$ cat src/rtl/rtc_pkg.sv
package rtc_pkg;
   // Control-register bit positions (decoded by software drivers)
   localparam int RUN_BIT = 7;
   localparam int AEN_BIT = 1;
   localparam int ACK_BIT = 0;

   localparam int OFS_CTRL  = 0;
   localparam int OFS_ACTRL = 1;

   // Region bases derived from the number of time bytes
   function automatic int wr_base(input int nbytes);
      return 2;
   endfunction
   function automatic int rd_base(input int nbytes);
      return 2 + nbytes;
   endfunction
   function automatic int al_base(input int nbytes);
      return 2 + 2 * nbytes;
   endfunction
   function automatic int ack_ofs(input int nbytes);
      return 2 + 3 * nbytes;
   endfunction
endpackage

$ cat src/rtl/rtc_counter.sv
module rtc_counter #(
   parameter int TIME_W = 32
) (
   input  logic              clk,
   input  logic              rst_n,
   input  logic              run,
   input  logic              tick,
   input  logic              load,
   input  logic [TIME_W-1:0] load_val,
   output logic [TIME_W-1:0] cnt
);
   localparam logic [TIME_W-1:0] ONE = TIME_W'(1);

   generate
      if (TIME_W < 2) begin : g_bad_width
         $error("rtc_counter: TIME_W must be at least 2");
      end
   endgenerate

   always_ff @(posedge clk) begin
      if (!rst_n)
         cnt <= '0;
      else if (load)
         cnt <= load_val;
      else if (run && tick)
         cnt <= cnt + ONE;
   end

   assert_hold_R2: assert property (@(posedge clk) disable iff (!rst_n)
      (!load && !(run && tick)) |=> $stable(cnt));
   assert_step_R2: assert property (@(posedge clk) disable iff (!rst_n)
      (!load && run && tick && cnt != '1) |=> (cnt == $past(cnt) + ONE));
   assert_wrap_R3: assert property (@(posedge clk) disable iff (!rst_n)
      (!load && run && tick && cnt == '1) |=> (cnt == '0));
   assert_load_R4: assert property (@(posedge clk) disable iff (!rst_n)
      load |=> (cnt == $past(load_val)));
endmodule

$ cat src/rtl/rtc_alarm.sv
module rtc_alarm #(
   parameter int TIME_W = 32
) (
   input  logic              clk,
   input  logic              rst_n,
   input  logic [TIME_W-1:0] cnt,
   input  logic [TIME_W-1:0] alarm_val,
   input  logic              armed,
   input  logic              ack,
   output logic              fire,
   output logic              irq
);
   logic pending;

   assign fire = armed && (cnt == alarm_val);
   assign irq  = pending;

   always_ff @(posedge clk) begin
      if (!rst_n)
         pending <= 1'b0;
      else if (fire)
         pending <= 1'b1;
      else if (ack)
         pending <= 1'b0;
   end

   assert_fire_R8: assert property (@(posedge clk) disable iff (!rst_n)
      (armed && cnt == alarm_val) |=> irq);
   assert_rise_R8: assert property (@(posedge clk) disable iff (!rst_n)
      $rose(irq) |-> $past(armed && cnt == alarm_val));
   assert_hold_R9: assert property (@(posedge clk) disable iff (!rst_n)
      (irq && !ack) |=> irq);
endmodule

$ cat src/rtl/rtc_regfile.sv
module rtc_regfile
   import rtc_pkg::*;
#(
   parameter int ADDR_W = 4,
   parameter int DATA_W = 8,
   parameter int NBYTES = 4
) (
   input  logic                     clk,
   input  logic                     rst_n,
   input  logic [ADDR_W-1:0]        addr,
   input  logic                     wr,
   input  logic [DATA_W-1:0]        wdata,
   input  logic                     rd,
   output logic [DATA_W-1:0]        rdata,
   input  logic [NBYTES*DATA_W-1:0] cnt,
   input  logic                     fire,
   output logic                     run,
   output logic                     armed,
   output logic [NBYTES*DATA_W-1:0] alarm_val,
   output logic                     load,
   output logic [NBYTES*DATA_W-1:0] load_val,
   output logic                     ack
);
   localparam int WR_B  = wr_base(NBYTES);
   localparam int RD_B  = rd_base(NBYTES);
   localparam int AL_B  = al_base(NBYTES);
   localparam int ACK_O = ack_ofs(NBYTES);

   generate
      if (DATA_W < 8) begin : g_bad_data
         $error("rtc_regfile: DATA_W must be at least 8");
      end
      if (NBYTES < 2) begin : g_bad_bytes
         $error("rtc_regfile: NBYTES must be at least 2");
      end
      if (ACK_O >= (1 << ADDR_W)) begin : g_bad_addr
         $error("rtc_regfile: ADDR_W too narrow for the register map");
      end
   endgenerate

   logic [DATA_W-1:0] stage [NBYTES];
   logic [DATA_W-1:0] alarm_b [NBYTES];
   logic [DATA_W-1:0] rd_mux;

   function automatic logic hit(input logic [ADDR_W-1:0] a, input int ofs);
      return a == ADDR_W'(ofs);
   endfunction

   // Byte lanes: staging and alarm storage
   generate
      for (genvar k = 0; k < NBYTES; k++) begin : g_lane
         always_ff @(posedge clk) begin
            if (!rst_n)
               stage[k] <= '0;
            else if (wr && hit(addr, WR_B + k))
               stage[k] <= wdata;
         end
         always_ff @(posedge clk) begin
            if (!rst_n)
               alarm_b[k] <= '0;
            else if (wr && hit(addr, AL_B + k))
               alarm_b[k] <= wdata;
         end
         assign alarm_val[k*DATA_W +: DATA_W] = alarm_b[k];
         if (k == 0) begin : g_low
            assign load_val[DATA_W-1:0] = wdata;
         end else begin : g_up
            assign load_val[k*DATA_W +: DATA_W] = stage[k];
         end
      end
   endgenerate

   assign load = wr && hit(addr, WR_B);
   assign ack  = wr && hit(addr, ACK_O) && wdata[ACK_BIT];

   always_ff @(posedge clk) begin
      if (!rst_n)
         run <= 1'b0;
      else if (wr && hit(addr, OFS_CTRL))
         run <= wdata[RUN_BIT];
   end

   always_ff @(posedge clk) begin
      if (!rst_n)
         armed <= 1'b0;
      else if (fire)
         armed <= 1'b0;
      else if (wr && hit(addr, OFS_ACTRL))
         armed <= wdata[AEN_BIT];
   end

   always_comb begin
      rd_mux = '0;
      if (hit(addr, OFS_CTRL))
         rd_mux[RUN_BIT] = run;
      if (hit(addr, OFS_ACTRL))
         rd_mux[AEN_BIT] = armed;
      for (int i = 0; i < NBYTES; i++) begin
         if (hit(addr, WR_B + i))
            rd_mux = stage[i];
         if (hit(addr, RD_B + i))
            rd_mux = cnt[i*DATA_W +: DATA_W];
         if (hit(addr, AL_B + i))
            rd_mux = alarm_b[i];
      end
   end

   always_ff @(posedge clk) begin
      if (!rst_n)
         rdata <= '0;
      else if (rd)
         rdata <= rd_mux;
   end

   assert_autoclr_R10: assert property (@(posedge clk) disable iff (!rst_n)
      fire |=> !armed);
   assert_rdhold_R11: assert property (@(posedge clk) disable iff (!rst_n)
      !rd |=> $stable(rdata));
endmodule

$ cat src/rtl/sec_rtc.sv
module sec_rtc #(
   parameter int ADDR_W = 4,
   parameter int DATA_W = 8,
   parameter int NBYTES = 4
) (
   input  logic              clk,
   input  logic              rst_n,
   input  logic              sec_tick,
   input  logic [ADDR_W-1:0] bus_addr,
   input  logic              bus_wr,
   input  logic [DATA_W-1:0] bus_wdata,
   input  logic              bus_rd,
   output logic [DATA_W-1:0] bus_rdata,
   output logic              alarm_irq
);
   localparam int TIME_W = NBYTES * DATA_W;

   logic              run, armed, load, ack, fire;
   logic [TIME_W-1:0] cnt, alarm_val, load_val;

   rtc_regfile #(.ADDR_W(ADDR_W), .DATA_W(DATA_W), .NBYTES(NBYTES)) u_regs (
      .clk(clk), .rst_n(rst_n), .addr(bus_addr), .wr(bus_wr),
      .wdata(bus_wdata), .rd(bus_rd), .rdata(bus_rdata), .cnt(cnt),
      .fire(fire), .run(run), .armed(armed), .alarm_val(alarm_val),
      .load(load), .load_val(load_val), .ack(ack)
   );

   rtc_counter #(.TIME_W(TIME_W)) u_cnt (
      .clk(clk), .rst_n(rst_n), .run(run), .tick(sec_tick),
      .load(load), .load_val(load_val), .cnt(cnt)
   );

   rtc_alarm #(.TIME_W(TIME_W)) u_alm (
      .clk(clk), .rst_n(rst_n), .cnt(cnt), .alarm_val(alarm_val),
      .armed(armed), .ack(ack), .fire(fire), .irq(alarm_irq)
   );

   assert_quiet_R1: assert property (@(posedge clk)
      !rst_n |=> !alarm_irq);
endmodule

$ cat config.mk
export PLATFORM = sky130hd
export DESIGN_NAME = sec_rtc
export DESIGN_NICKNAME = d
export VERILOG_FILES = /design/src/rtl/rtc_pkg.sv /design/src/rtl/rtc_counter.sv /design/src/rtl/rtc_alarm.sv /design/src/rtl/rtc_regfile.sv /design/src/rtl/sec_rtc.sv
export SDC_FILE = /design/constraint.sdc
export NUM_CORES = 1
export LEC_CHECK = 0
export ABC_AREA = 1
export CORE_MARGIN = 2
export CORE_UTILIZATION = 56
export CTS_CLUSTER_SIZE = 28
export DETAILED_ROUTE_END_ITERATION = 7
export PLACE_DENSITY = 0.75
export SYNTH_ARGS = -nofsm -noshare
export SYNTH_HDL_FRONTEND = slang
export SYNTH_SLANG_ARGS = --single-unit
$ cat constraint.sdc
create_clock -name clk -period 2.5 [get_ports clk]
set_input_delay 0.5 -clock clk [delete_from_list [all_inputs] [get_ports clk]]
set_output_delay 0.5 -clock clk [all_outputs]
set_load 0.01 [all_outputs]
## Word-level counts from Yosys, hierarchy flattened

Memories as Yosys holds them, arrays and structs flattened.
Cells that the tools add are included.

- Word-level logic and storage cells: 101
- Output and inout port bits: 9
- Input bits: 17
- Memories kept: 2
- Register bits: 43
- RAM bits: 64
- Latch bits: 0
- ROM bits: 0

Memories:

| name | words | width | rd ports | clocked after Yosys merged registers in | wr ports | line | RTL |
|---|---|---|---|---|---|---|---|
| u_regs.alarm_b | 4 | 8 | 4 | 0 | 4 | rtc_regfile.sv:42 | `logic [DATA_W-1:0] alarm_b [NBYTES];` |
| u_regs.stage | 4 | 8 | 4 | 0 | 4 | rtc_regfile.sv:41 | `logic [DATA_W-1:0] stage [NBYTES];` |

- Shifts and indexed selects: 0
- Bitwise operators: 9
- Add/subtract/negate cells: 1
- Multiplexer cells: 51
- Div/mod/pow operators: 0
- Reductions and logical operators: 18
- Equality and inequality tests: 15
- Multiply operators: 0
- Magnitude comparators: 0

Operators by type and width:

| operator | number |
|---|---|
| $mux 8 | 20 |
| $mux 32 | 2 |
| $add 32x1->32 const B | 1 |
| $eq 32x32->1 | 1 |
| $mux 1 | 29 |
| $eq 4x4->1 const B | 7 |
| $eq 4x3->1 const B | 4 |
| $logic_and 1x1->1 | 14 |
| $eq 4x2->1 const B | 2 |
| $or 1x1->1 | 8 |
| $eq 4x1->1 const B | 1 |
| $logic_not 4->1 | 1 |
| $reduce_bool 2->1 | 2 |
| $reduce_or 2->1 | 1 |
| $not 1->1 | 1 |

## Logic depth before layout (Yosys ltp)

- Depth in word-level cells: 14
- Depth in mapped cells: 14
- Gate-level depth less buffers: 13

## Cells and area by module

A second synthesis with hierarchy kept.

- Cell total of the unflattened synthesis: 997
- Area, all modules: 6,820.3 um^2

By module, submodules not included:

| module | sequential area each (um^2) | times used | cells each | area each (um^2) |
|---|---|---|---|---|
| rtc_regfile | 2,122.0 | 1 | 425 | 3,734.8 |
| rtc_counter | 640.6 | 1 | 367 | 2,195.9 |
| rtc_alarm | 20.0 | 1 | 205 | 889.6 |

## Least setup slack after synthesis

OpenSTA, ideal clock, no wires.

- Path kind: in2reg
- Start point: in bus_addr[0]
- End point: mem u_regs.alarm_b[3][0] (enable)
- Arrival: 1.786 ns
- Setup time: 0.384 ns
- Path buffers: 0
- Stages: 6
- Path slack: 0.330 ns
- Data required time: 2.116 ns
- Cells stage by stage: inv_1 -> nor2_1 -> inv_1 -> nor2_2 -> inv_1 -> o21ai_0

RTL lines:

| element | line | RTL |
|---|---|---|
| from (decl) | sec_rtc.sv:9 | `input logic [ADDR_W-1:0] bus_addr,` |
| to (decl) | rtc_regfile.sv:42 |  |

## Worst setup path in the final report

- Start point: in bus_addr[2]
- End point: reg u_regs.rdata[0]

- Cells in the longest elaborated chain, start to end: 13
- Elaborated cells on any way between the ends: 24
- Classes of those cells: 12 x eq/ne; 12 x mux

Ends and longest elaborated chain:

| element | line | RTL |
|---|---|---|
| $eq 4x2->1 | rtc_regfile.sv:46 | `return a == ADDR_W'(ofs);` |
| $mux 8 | rtc_regfile.sv:99 | `if (hit(addr, WR_B + i))` |
| $mux 8 | rtc_regfile.sv:101 | `if (hit(addr, RD_B + i))` |
| $mux 8 | rtc_regfile.sv:103 | `if (hit(addr, AL_B + i))` |
| $mux 8 | rtc_regfile.sv:99 |  |
| $mux 8 | rtc_regfile.sv:101 |  |
| $mux 8 | rtc_regfile.sv:103 |  |
| $mux 8 | rtc_regfile.sv:99 |  |
| $mux 8 | rtc_regfile.sv:101 |  |
| $mux 8 | rtc_regfile.sv:103 |  |
| $mux 8 | rtc_regfile.sv:99 |  |
| $mux 8 | rtc_regfile.sv:101 |  |
| $mux 8 * | rtc_regfile.sv:103 |  |
| to (signal assigned) | rtc_regfile.sv:112 | `rdata <= rd_mux;` |
| to (decl) | rtc_regfile.sv:14 | `output logic [DATA_W-1:0] rdata,` |

Mark *: on every way between the ends. The rest lies on a longest branch, timed or not.
A chain may end at the register's enable or synchronous reset.

==> key figures <==
Floorplan
  • # IOs: 26
  • Die Span X: ~110 microns
  • Die Height: 107.7 microns
  • Initial core utilization: 58.10%
  • Placement row count: 37
  • Die area: 0.01160 sq mm
  • Area of the core: 0.01037 sq mm

CTS
  • Worst skew pair latency: roughly 0.40 ns
  • Clk slew on worst S/H paths: 0.11 ns
  • Maximum clock path buffer count: 2
  • CTS Buf Count: 9
  • H-tree lvl count: 3
  • Hold_buf cts: 0
  • TritonCTS clock tree: yes
  • CTS Sinks: 107
  • Root Buffer: clkbuf_8
  • Cts repair resizes: 0
  • Setup bufs post-CTS: 0

Logic synthesis
  • Area leader, netlist: edfxtp_1
  • Post-Synth Simple-Gate Area: 31.71%
  • Syn Nets: 816
  • Synthesis Warnings: 0
  • Share of Yosys cell area claimed by the top area cell type: a little under a third
  • Post-synth cell types: about 40
  • EDFF count, synth: 64
  • Post-synthesis mux area share: 0%
  • Syn avg cell area: 7.550 sq um
  • Synth Register Bits: 107
  • Syn Inst Count: ~800
  • Synth Cell Area: 0.006025 sq mm
  • Most used flip-flop cell after synthesis: edfxtp_1
  • Main combinational cell family by area after synthesis: simple AND/OR/NAND/NOR gates
  • Post-synthesis async set-or-reset flop share: 0%
  • Synth Area in Adders: 0.2077%
  • Register area share after synthesis: around 46%
  • Compound-gate portion of the synthesized area: 9.657%
  • Synth Area in XOR/XNOR: 5.088%
  • Largest cells by area after synthesis: edfxtp_1, dfxtp_1, nand2_1, nor2_1, inv_1

Cells and area
  • Fillers: 909
  • Antenna fix cells: 0
  • Area Overhead vs Synth: 13.19%
  • Final core occ: between 60% and 70%
  • Most frequent cells in the layout: nand2_1, nor2_1, inv_1
  • Fin cells: 984
  • Share of post-route cells with drive strength above 1: 9.198%
  • Layout Nets: between 800 and 900
  • Most common cell after layout, fill and taps aside: nand2_1

Run
  • MaxCap Viol Count: 0

Global routing
  • GRT Total Usage: 36.06%
  • Global-route wire length before repair: 30.54 mm
  • Congestion Overflow GR: 0
  • Initial antenna violation count: 0
  • Vias in the first global route: 5,470
  • Largest net degree at the start of global routing: 25

Timing
  • TNS Setup: 0 ns
  • Slew Viols, Final: 0
  • Setup repair after global routing missed its margin: no
  • Worst slew pin tran: ~0.54 ns
  • Worst rel slew slack: 64.02%
  • Minimum clock period: ~2.1 ns
  • Hold Fails Final Rpt: 0
  • Setup violators final: 0
  • Skew final: between 0.009 and 0.01 ns
  • Fmax achieved: approximately 470 MHz
  • Final worst path period share: between 80 and 90%

Drt
  • Drt total wl: 19.94 mm
  • Detailed Route Iter0 Violations: 795
  • Routed wire per std cell: ~20 microns
  • Post-route ant nets: 0
  • DR DRC count: 0
  • Routed vias: a little under 6,000
  • Drt pass-1 iters: 5
  • Via density per instance: around 6.0

Power and ir drop
  • Leak: between 2 and 3 nW
  • Pwr/cell area: 522.0 mW/mm^2
  • Worst IR Drop VDD: 629.0 uV

Placement
  • Routability cong.: 0.9793
  • Post-placement cell count: 968
  • Port Buffers: 25
  • DP HPWL: 15.31 mm

Worst setup path
  • Arrival time worst endpoint: 2.46 ns
  • Required time worst endpoint: 2.84 ns
  • Critical Path Source Type: input port
  • Crit-path max FO: 7
  • Critical path class: input port to register
  • CP endpoint kind: register

Hold path
  • Worst Hold Class: register to register

Status
  • Status: finished, final reports clean
routing by layer:
layer / track usage (%) / share of wire (%) / wire length (microns) / vias to the layer above
li1: - / - / - / 2725
met1: 51.83 / 42 / 8443 / 2731
met2: 54.63 / 44 / 8687 / 386
met3: 8.596 / 12 / 2309 / 41
met4: 9.615 / 2.5 / 494 / 0
met5: 0 / 0 / 0 / -
Yosys cell counts (all sizes together), types with 2 or more instances:
master and count:
a31oi 13, clkbuf 16, nand3 49, o211ai 2, o221ai 3, dfxtp 43, edfxtp 64, o22ai 9
inv 81, xor2 24, o21ai 39, or2 2, buf 8, nand2 218, nor4 5, a31o 2
nand4 23, nor3 11, nand3b 2, xnor2 11, a21oi 34, clkinv 7, nor2 128
path summary, 6_finish.rpt:
kind	end	startpoint	slack, ns	cells after the start
min reg2reg	u_regs.rdata[3]$_SDFFE_PN0P_	u_regs.rdata[3]$_SDFFE_PN0P_	0.47	2
min	u_regs.rdata[3]$_SDFFE_PN0P_	u_regs.rdata[3]$_SDFFE_PN0P_	0.47	2
max reg2reg	u_cnt.cnt[28]$_SDFFE_PN0P_	u_cnt.cnt[5]$_SDFFE_PN0P_	0.45	8
max	u_regs.rdata[0]$_SDFFE_PN0P_	bus_addr[2]	0.37	14
logic make-up (layout without fill, tap and decap cells):
kind of cell	count (synthesis)	after routing
AOI/OAI and AO/OA	104	104
xor gates and xnor gates	35	35
adders and majority gates	1	1
buffers and inverters	112	162
DFF	107	107
and+or+nand+nor	439	439
metrics by stage:
step | worst slack, ns | cell area (sq um) | power, mW | hold WS (ns)
2_1_floorplan | 0.3303 | 6025 | 2.216 | 0.4376
3_3_place_gp | 0.04825 | 6605 | 2.402 | 0.4531
3_5_place_dp | 0.007249 | 6605 | 2.408 | 0.4594
4_1_cts | 0.4280 | 6819 | 3.550 | 0.4757
5_1_grt | 0.2447 | 6819 | 3.657 | 0.4826
6_report | 0.3720 | 6819 | 3.559 | 0.4735
state kept, by name, summed over array words and instances (netlist names):
| signal | flops |
|---|---|
| u_cnt.cnt | 32 |
| u_regs.rdata | 8 |
| u_regs.armed | 1 |
| u_regs.run | 1 |
| u_alm.irq | 1 |
| u_regs.alarm_b | 32 |
| u_regs.stage | 32 |
power by group:
group / leakage [nW] / switching, mW / total [mW] / internal, mW
clock network: 0.108 / 0.687 / 1.18 / 0.490
registers: 0.961 / 0.0750 / 2.02 / 1.95
logic: 1.57 / 0.235 / 0.361 / 0.126
worst max-delay path, cell delays in order:
cell and delay, ns:
clkdlybuf4s50_1 0.47, inv_1 0.12, nand2_1 0.11, nor2_2 0.33, inv_1 0.15, nor2_1 0.13
nor2_1 0.08, nand3b_1 0.10, nand2_1 0.07, nand3_1 0.08, nand2_1 0.07, nand3_1 0.06
nand2_1 0.06, a21oi_1 0.12
cell type report:
class,count,area (sq um),share of cell area [%]
clock buffer,9,123.9,1.817
inverter,88,330.3,4.844
tap,136,170.2,2.495
clock inverter,7,90.09,1.321
sequential,107,2783,40.81
timing repair buffer,58,510.5,7.486
multi-input combinational,579,2811,41.23
Note: power is estimated with default switching activity, not from simulation.
